**src/rtl/spi_reg_pkg.sv**
```systemverilog
package spi_reg_pkg;
  typedef enum logic [1:0] {
    ST_IDLE = 2'd0,
    ST_CMD  = 2'd1,
    ST_XFER = 2'd2
  } phase_e;

  typedef struct packed {
    logic [2:0] sel;
    logic       rd;
    logic       stby;
    logic [1:0] ch;
  } cmd_t;

  localparam logic [2:0] SEL_COMM  = 3'd0;
  localparam logic [2:0] SEL_SETUP = 3'd1;
  localparam logic [2:0] SEL_CLK   = 3'd2;
  localparam logic [2:0] SEL_DATA  = 3'd3;
  localparam logic [2:0] SEL_OFS   = 3'd6;
  localparam logic [2:0] SEL_GAIN  = 3'd7;
endpackage

```
**src/rtl/spi_edge_sync.sv**
```systemverilog
module spi_edge_sync #(
  parameter int SYNC_STAGES = 2
) (
  input  logic clk,
  input  logic rst_n,
  input  logic sclk,
  input  logic cs_n,
  input  logic din,
  output logic sclk_rise,
  output logic sclk_fall,
  output logic cs_act,
  output logic din_s
);
  logic [SYNC_STAGES-1:0] sclk_p, cs_p, din_p;
  logic sclk_d;

  always_ff @(posedge clk or negedge rst_n) begin
    if (!rst_n) begin
      sclk_p <= '1;
      cs_p   <= '1;
      din_p  <= '1;
      sclk_d <= 1'b1;
    end else begin
      sclk_p <= {sclk_p[SYNC_STAGES-2:0], sclk};
      cs_p   <= {cs_p[SYNC_STAGES-2:0], cs_n};
      din_p  <= {din_p[SYNC_STAGES-2:0], din};
      sclk_d <= sclk_p[SYNC_STAGES-1];
    end
  end

  assign sclk_rise = sclk_p[SYNC_STAGES-1] & ~sclk_d;
  assign sclk_fall = ~sclk_p[SYNC_STAGES-1] & sclk_d;
  assign cs_act    = ~cs_p[SYNC_STAGES-1];
  assign din_s     = din_p[SYNC_STAGES-1];
endmodule

```
**src/rtl/spi_reg_bank.sv**
```systemverilog
module spi_reg_bank
  import spi_reg_pkg::*;
#(
  parameter int CFG_W  = 8,
  parameter int DATA_W = 16,
  parameter int CAL_W  = 24,
  parameter int SH_W   = 24,
  parameter int LEN_W  = 5
) (
  input  logic              clk,
  input  logic              rst_n,
  input  cmd_t              cmd,
  input  logic              wr_stb,
  input  logic [SH_W-1:0]   wr_word,
  input  logic              result_ready,
  input  logic [DATA_W-1:0] conv_data,
  output logic [SH_W-1:0]   rd_word,
  output logic [LEN_W-1:0]  acc_len,
  output logic [CFG_W-1:0]  setup_q,
  output logic [CFG_W-1:0]  clkcfg_q,
  output logic [CAL_W-1:0]  ofs_q,
  output logic [CAL_W-1:0]  gain_q
);
  logic [CFG_W-1:0] setup_n, clkcfg_n;
  logic [CAL_W-1:0] ofs_n, gain_n;

  always_comb begin
    setup_n  = setup_q;
    clkcfg_n = clkcfg_q;
    ofs_n    = ofs_q;
    gain_n   = gain_q;
    if (wr_stb) begin
      case (cmd.sel)
        SEL_SETUP: setup_n  = wr_word[CFG_W-1:0];
        SEL_CLK:   clkcfg_n = wr_word[CFG_W-1:0];
        SEL_OFS:   ofs_n    = wr_word[CAL_W-1:0];
        SEL_GAIN:  gain_n   = wr_word[CAL_W-1:0];
        default:   ;
      endcase
    end
  end

  always_ff @(posedge clk or negedge rst_n) begin
    if (!rst_n) begin
      setup_q  <= '0;
      clkcfg_q <= '0;
      ofs_q    <= '0;
      gain_q   <= '0;
    end else begin
      setup_q  <= setup_n;
      clkcfg_q <= clkcfg_n;
      ofs_q    <= ofs_n;
      gain_q   <= gain_n;
    end
  end

  always_comb begin
    rd_word = '0;
    acc_len = LEN_W'(8);
    case (cmd.sel)
      SEL_COMM:  rd_word[SH_W-1 -: 8] = {~result_ready, cmd};
      SEL_SETUP: begin rd_word[SH_W-1 -: CFG_W] = setup_q;  acc_len = LEN_W'(CFG_W);  end
      SEL_CLK:   begin rd_word[SH_W-1 -: CFG_W] = clkcfg_q; acc_len = LEN_W'(CFG_W);  end
      SEL_DATA:  begin rd_word[SH_W-1 -: DATA_W] = conv_data; acc_len = LEN_W'(DATA_W); end
      SEL_OFS:   begin rd_word[SH_W-1 -: CAL_W] = ofs_q;    acc_len = LEN_W'(CAL_W);  end
      SEL_GAIN:  begin rd_word[SH_W-1 -: CAL_W] = gain_q;   acc_len = LEN_W'(CAL_W);  end
      default:   ;
    endcase
  end
endmodule

```
**src/rtl/spi_frame_ctrl.sv**
```systemverilog
module spi_frame_ctrl
  import spi_reg_pkg::*;
#(
  parameter int SH_W        = 24,
  parameter int LEN_W       = 5,
  parameter int RESYNC_ONES = 32
) (
  input  logic             clk,
  input  logic             rst_n,
  input  logic             sclk_rise,
  input  logic             sclk_fall,
  input  logic             cs_act,
  input  logic             din_s,
  input  logic [SH_W-1:0]  rd_word,
  input  logic [LEN_W-1:0] acc_len,
  output cmd_t             cmd_q,
  output logic             cmd_load,
  output logic             wr_stb,
  output logic             rd_done,
  output logic [SH_W-1:0]  wr_word,
  output logic             dout_q,
  output phase_e           phase_q
);
  localparam int ONES_W = $clog2(RESYNC_ONES + 1);

  phase_e            phase_n;
  cmd_t              cmd_n;
  logic [LEN_W-1:0]  bit_q, bit_n;
  logic [ONES_W-1:0] ones_q, ones_n;
  logic [SH_W-1:0]   sh_q, sh_n;
  logic              load_q, load_n, dout_n, resync;

  always_comb begin
    phase_n  = phase_q;
    cmd_n    = cmd_q;
    bit_n    = bit_q;
    ones_n   = ones_q;
    sh_n     = sh_q;
    load_n   = 1'b0;
    dout_n   = dout_q;
    cmd_load = 1'b0;
    wr_stb   = 1'b0;
    rd_done  = 1'b0;
    wr_word  = {sh_q[SH_W-2:0], din_s};
    resync   = sclk_rise && din_s && (ones_q == ONES_W'(RESYNC_ONES - 1));
    if (!cs_act) begin
      phase_n = ST_IDLE;
      bit_n   = '0;
      ones_n  = '0;
    end else begin
      if (load_q) sh_n = rd_word;
      if (sclk_rise) ones_n = din_s ? ones_q + 1'b1 : '0;
      if (resync) begin
        phase_n = ST_IDLE;
        bit_n   = '0;
        ones_n  = '0;
      end else if (sclk_rise) begin
        case (phase_q)
          ST_IDLE: begin
            if (!din_s) begin
              phase_n = ST_CMD;
              bit_n   = '0;
            end
          end
          ST_CMD: begin
            sh_n  = {sh_q[SH_W-2:0], din_s};
            bit_n = bit_q + 1'b1;
            if (bit_q == LEN_W'(6)) begin
              cmd_n    = cmd_t'({sh_q[5:0], din_s});
              cmd_load = 1'b1;
              bit_n    = '0;
              if (cmd_n.sel == SEL_COMM && !cmd_n.rd) begin
                phase_n = ST_IDLE;
              end else begin
                phase_n = ST_XFER;
                load_n  = 1'b1;
              end
            end
          end
          ST_XFER: begin
            bit_n = bit_q + 1'b1;
            sh_n  = cmd_q.rd ? {sh_q[SH_W-2:0], 1'b0} : wr_word;
            if (bit_q == acc_len - 1'b1) begin
              phase_n = ST_IDLE;
              bit_n   = '0;
              wr_stb  = !cmd_q.rd;
              rd_done = cmd_q.rd;
            end
          end
          default: phase_n = ST_IDLE;
        endcase
      end
      if (sclk_fall && phase_q == ST_XFER && cmd_q.rd) dout_n = sh_q[SH_W-1];
    end
  end

  always_ff @(posedge clk or negedge rst_n) begin
    if (!rst_n) begin
      phase_q <= ST_IDLE;
      cmd_q   <= '0;
      bit_q   <= '0;
      ones_q  <= '0;
      sh_q    <= '0;
      load_q  <= 1'b0;
      dout_q  <= 1'b0;
    end else begin
      phase_q <= phase_n;
      cmd_q   <= cmd_n;
      bit_q   <= bit_n;
      ones_q  <= ones_n;
      sh_q    <= sh_n;
      load_q  <= load_n;
      dout_q  <= dout_n;
    end
  end
endmodule

```
**src/rtl/spi_reg_if.sv**
```systemverilog
module spi_reg_if
  import spi_reg_pkg::*;
#(
  parameter int CFG_W       = 8,
  parameter int DATA_W      = 16,
  parameter int CAL_W       = 24,
  parameter int RESYNC_ONES = 32,
  parameter int SYNC_STAGES = 2
) (
  input  logic              clk,
  input  logic              rst_n,
  input  logic              sclk,
  input  logic              cs_n,
  input  logic              din,
  input  logic              result_ready,
  input  logic [DATA_W-1:0] conv_data,
  output logic              sdo,
  output logic              sdo_oe,
  output logic [CFG_W-1:0]  setup_q,
  output logic [CFG_W-1:0]  clkcfg_q,
  output logic [CAL_W-1:0]  ofs_cal,
  output logic [CAL_W-1:0]  gain_cal,
  output logic              standby,
  output logic [1:0]        chan,
  output logic              data_taken
);
  localparam int W_A   = (CAL_W > DATA_W) ? CAL_W : DATA_W;
  localparam int W_B   = (W_A > CFG_W) ? W_A : CFG_W;
  localparam int SH_W  = (W_B > 8) ? W_B : 8;
  localparam int LEN_W = $clog2(SH_W + 1);

  logic             sclk_rise, sclk_fall, cs_act, din_s;
  logic             cmd_load, wr_stb, rd_done, dout_q;
  logic [SH_W-1:0]  rd_word, wr_word;
  logic [LEN_W-1:0] acc_len;
  cmd_t             cmd_q;
  phase_e           phase_q;

  spi_edge_sync #(.SYNC_STAGES(SYNC_STAGES)) u_sync (
    .clk(clk), .rst_n(rst_n), .sclk(sclk), .cs_n(cs_n), .din(din),
    .sclk_rise(sclk_rise), .sclk_fall(sclk_fall), .cs_act(cs_act), .din_s(din_s)
  );

  spi_frame_ctrl #(.SH_W(SH_W), .LEN_W(LEN_W), .RESYNC_ONES(RESYNC_ONES)) u_frame (
    .clk(clk), .rst_n(rst_n), .sclk_rise(sclk_rise), .sclk_fall(sclk_fall),
    .cs_act(cs_act), .din_s(din_s), .rd_word(rd_word), .acc_len(acc_len),
    .cmd_q(cmd_q), .cmd_load(cmd_load), .wr_stb(wr_stb), .rd_done(rd_done),
    .wr_word(wr_word), .dout_q(dout_q), .phase_q(phase_q)
  );

  spi_reg_bank #(.CFG_W(CFG_W), .DATA_W(DATA_W), .CAL_W(CAL_W), .SH_W(SH_W), .LEN_W(LEN_W)) u_bank (
    .clk(clk), .rst_n(rst_n), .cmd(cmd_q), .wr_stb(wr_stb), .wr_word(wr_word),
    .result_ready(result_ready), .conv_data(conv_data), .rd_word(rd_word),
    .acc_len(acc_len), .setup_q(setup_q), .clkcfg_q(clkcfg_q),
    .ofs_q(ofs_cal), .gain_q(gain_cal)
  );

  assign sdo        = dout_q;
  assign sdo_oe     = cs_act;
  assign standby    = cmd_q.stby;
  assign chan       = cmd_q.ch;
  assign data_taken = rd_done && (cmd_q.sel == SEL_DATA);
endmodule

```
**config.mk**
```make
export PLATFORM = sky130hd
export DESIGN_NAME = spi_reg_if
export DESIGN_NICKNAME = d
export VERILOG_FILES = /design/src/rtl/spi_reg_pkg.sv /design/src/rtl/spi_edge_sync.sv /design/src/rtl/spi_reg_bank.sv /design/src/rtl/spi_frame_ctrl.sv /design/src/rtl/spi_reg_if.sv
export SDC_FILE = /design/constraint.sdc
export NUM_CORES = 1
export LEC_CHECK = 0
export ABC_AREA = 1
export BUFFER_PORTS_ARGS = -buffer_cell sky130_fd_sc_hd__buf_2
export CAP_MARGIN = 20
export CORE_MARGIN = 5
export CORE_UTILIZATION = 61
export DETAILED_ROUTE_END_ITERATION = 7
export PLACE_DENSITY_LB_ADDON = 0.1
export SKIP_LAST_GASP = 1
export SLEW_MARGIN = 20
export SYNTH_ARGS = -nofsm -noshare
export SYNTH_HDL_FRONTEND = slang
export SYNTH_SLANG_ARGS = --single-unit
```
**constraint.sdc**
```tcl
create_clock -name clk -period 4.79 [get_ports clk]
set_clock_uncertainty 0.05 [all_clocks]
set_input_delay 0.7185 -clock clk [delete_from_list [all_inputs] [get_ports clk]]
set_output_delay 0.7185 -clock clk [all_outputs]
set_load 0.01 [all_outputs]
```
==> impl_results.md <==
* Commonest cells post-synth: nand2_1, dfrtp_1, nand4_1
* Placement Cell Area at around 6800 sq um
* GR Util met3 at 7.17%
* CTS max path bufs at 2
* Die Height at 112 microns
* Clock Tree Root: clkbuf_8
* Crit path max-delay cell type: dfrtp_1
* FF+latch count, synth at 117
* Seq/Total Area, Yosys at about 47%
* Initial Util at about three fifths
* Fin. Hold Viols at 0
* Core Rows at 37
* Die ar. at ~12000 sq um
* Fin crit share at between 60% and 70%
* Met2 Resource Use GR at between 40 and 50%
* RSZ-0062 raised after global routing: no
* Max Cap Viol at 0
* Crit-path cells: nand2_1, nand2_1, nand2_1, nor2_1, nand2_1, nor4_1, buf_2
* Number of synthesized flops with an enable pin at 0
* Most area-hungry cell type in the Yosys netlist: dfrtp_1
* Iteration-0 DRC Markers at around 820
* CTS tree: done
* Antenna Nets Post-Route at 0
* Crit end category: primary output
* # IOs at 92
* Final instance area at 7420 sq um
* Skew-Pair Late Insertion Delay at roughly 520 ps
* Die Width at around 110 microns
* DRT Pass-1 Iters at 5
* First-pass GRT wire length at between 30000 and 40000 microns
* Final Max Tran Viols at 0
* PD cells at ~380 nW/um^2
* Most used DFF post-synth: dfrtp_1
* Required time worst endpoint at approximately 4000 ps
* Fillers at slightly above 800
* Dpl cells at 1049
* Cts hold-fix bufs at 0
* Number of H-tree levels at 4
* Fin crit period at 3300 ps
* Post-synth cell types at 31
* GR peak layer: met1
* Max frequency at just over 300 MHz
* Largest net degree at the start of global routing at about 70
* Run status: completed
* Slew headroom at a little over a quarter
* TritonCTS Buffers at 17
* Initial antenna violation count at 0
* Peak supply drop at a little under 0.4 mV
* Number of global-route vias before repair at between 5000 and 6000
* CP Data Arrival Time at around 2500 ps
* Routed Wire Length at 18500 microns
* Yosys top cell area share at ~44%
* Synthesis-to-finish area growth at 17.5%
* Setup_tns at 0 ps
* Gpl congestion at ~0.86
* CP peak stage delay at 800 ps
* Clock transition at the registers of the reported paths at 50 ps
* Hold WS at approximately 250 ps
* Worst-margin pin slew at approximately 1100 ps
* DRC at 0
* WS Path Type: reg -> out
* Synth warnings at 0
* GRT overflow at 0
* Largest cells by area after synthesis: dfrtp_1, nand2_1, nand4_1, nand3_1, inv_1
* Crit Path Max Fanout at 21
* Tot Pwr at between 2 and 3 mW
* Post-detailed-route via-to-cell ratio at between 5 and 6
* Final Net Count at 961
* Post-DP HPWL at around 12000 microns
* Post-CTS Resized at 0
* Share of cells above drive strength 1 at between 15 and 20%
* Finished Layout Cells at about 1100
* Mapped Cells at 865
* Port buffer count at 91
* Most frequent cell after synthesis: nand2_1
* Core area at roughly 10000 sq um
* Via Count at 6268
* FFs w/ async S/R, synth at between 90% and 100%
* Postcts setup bufs at 0
* Syn avg cell area at 7.30 sq um
* Synth Cell Area at roughly 6300 sq um
* Met1 Usage GRT at between 40 and 50%
* GRT Overall Usage at between 30% and 40%
* Detailed-route wire length per cell at 17.1 microns
* Mapped Nets at between 800 and 900
* Final setup viols at 0
* LEAKAGE at between 4 and 5 nW
* Most Frequent Cell on Critical Path: nand2_1
* Clock Sink Count at ~120
* CP startpoint kind: register
* Antenna cells at 0
* Worst min path class: in -> reg
## worst paths after layout
kind	from	endpoint	slack, ps	depth (start not counted)
max	u_frame.cmd_q[5]	data_taken	1490	7
min	sclk	u_sync.sclk_p[0]	250	1
max reg2reg	u_frame.phase_q[1]	u_frame.sh_q[5]	1540	10
min reg2reg	u_sync.cs_p[0]	u_sync.cs_p[1]	310	0
max in group asynchronous	rst_n	u_frame.sh_q[22]	3850	2
min in group asynchronous	rst_n	u_bank.setup_q[5]	290	2
## state kept, by name (all words and copies together), names as in the netlist
| signal | count |
|---|---|
| u_frame.load_q | 1 |
| u_sync.cs_p | 2 |
| u_bank.gain_q | 24 |
| u_frame.sh_q | 24 |
| u_sync.sclk_d | 1 |
| u_bank.setup_q | 8 |
| u_frame.bit_q | 5 |
| u_sync.din_p | 2 |
| u_frame.cmd_q | 7 |
| u_bank.clkcfg_q | 8 |
| u_frame.ones_q | 6 |
| u_frame.dout_q | 1 |
| u_bank.ofs_q | 24 |
| u_frame.phase_q | 2 |
| u_sync.sclk_p | 2 |
## metrics by stage
step	utilization, %	worst slack [ps]
finish	72.5	1490
global route	72.5	1310
CTS	72.5	1530
detailed placement	66.2	1680
global placement	66.2	1800
floorplan	-	2730
## final cells by class
class | count | area (sq um) | area share (%)
Clock inverter | 8 | 143 | 1.92
Inverter | 66 | 248 | 3.34
Timing Repair Buffer | 100 | 526 | 7.08
Multi-Input combinational cell | 630 | 2900 | 39.0
Tap cell | 136 | 170 | 2.29
Sequential cell | 117 | 2940 | 39.6
Clock buffer | 24 | 500 | 6.75
## power by group
part | leakage, nW | switching (mW) | internal, mW
logic | 2.25 | 0.195 | 0.110
clock network | 0.317 | 0.435 | 0.926
registers | 1.58 | 0.107 | 1.06
## cell families after synthesis
| family | Yosys count | synth area share [%] |
|---|---|---|
| AND/OR/NAND/NOR | 557 | 37.9 |
| flip-flops | 117 | 46.5 |
| multiplexers | 1 | 0.178 |
| XOR/XNOR | 3 | 0.416 |
| adder cells (fa/ha/maj) | 7 | 1.39 |
| AO/OA/AOI/OAI | 62 | 5.53 |
| buffers and inverters | 118 | 8.12 |
## placed cells by master, fill, tap and decap left out, types with 2 or more instances in the layout
cell | Yosys | routed
buf_2 | 11 | 90
ha_1 | 7 | 7
dfrtp_1 | 110 | 110
nor2_1 | 51 | 48
nor2_4 | 0 | 4
clkbuf_8 | 0 | 7
inv_1 | 64 | 64
a22oi_1 | 9 | 9
nor4_1 | 2 | 2
clkinv_2 | 0 | 3
nand3_1 | 51 | 50
o211ai_1 | 5 | 5
bufinv_16 | 0 | 4
nand3_2 | 2 | 3
nand2_1 | 366 | 366
xor2_1 | 3 | 3
or2_2 | 3 | 3
buf_4 | 3 | 10
a21oi_1 | 12 | 12
clkbuf_16 | 0 | 16
o21ai_0 | 34 | 34
dfstp_2 | 7 | 7
nand4_1 | 76 | 76
## critical path, delay by kind of cell (launching register included)
| kind | cells | cell delay, ps |
|---|---|---|
| buffers and inverters | 1 | 190 |
| and+or+nand+nor | 6 | 1030 |
| DFF | 1 | 800 |
## layer usage
metal	routed length (microns)	part of all wire [%]	vias to the layer above
met5	0	0	-
met1	8090	44	2950
met3	1860	10	42
li1	-	-	2944
met4	452	2.4	0
met2	8120	44	332
(Power assumes the default switching activity.)
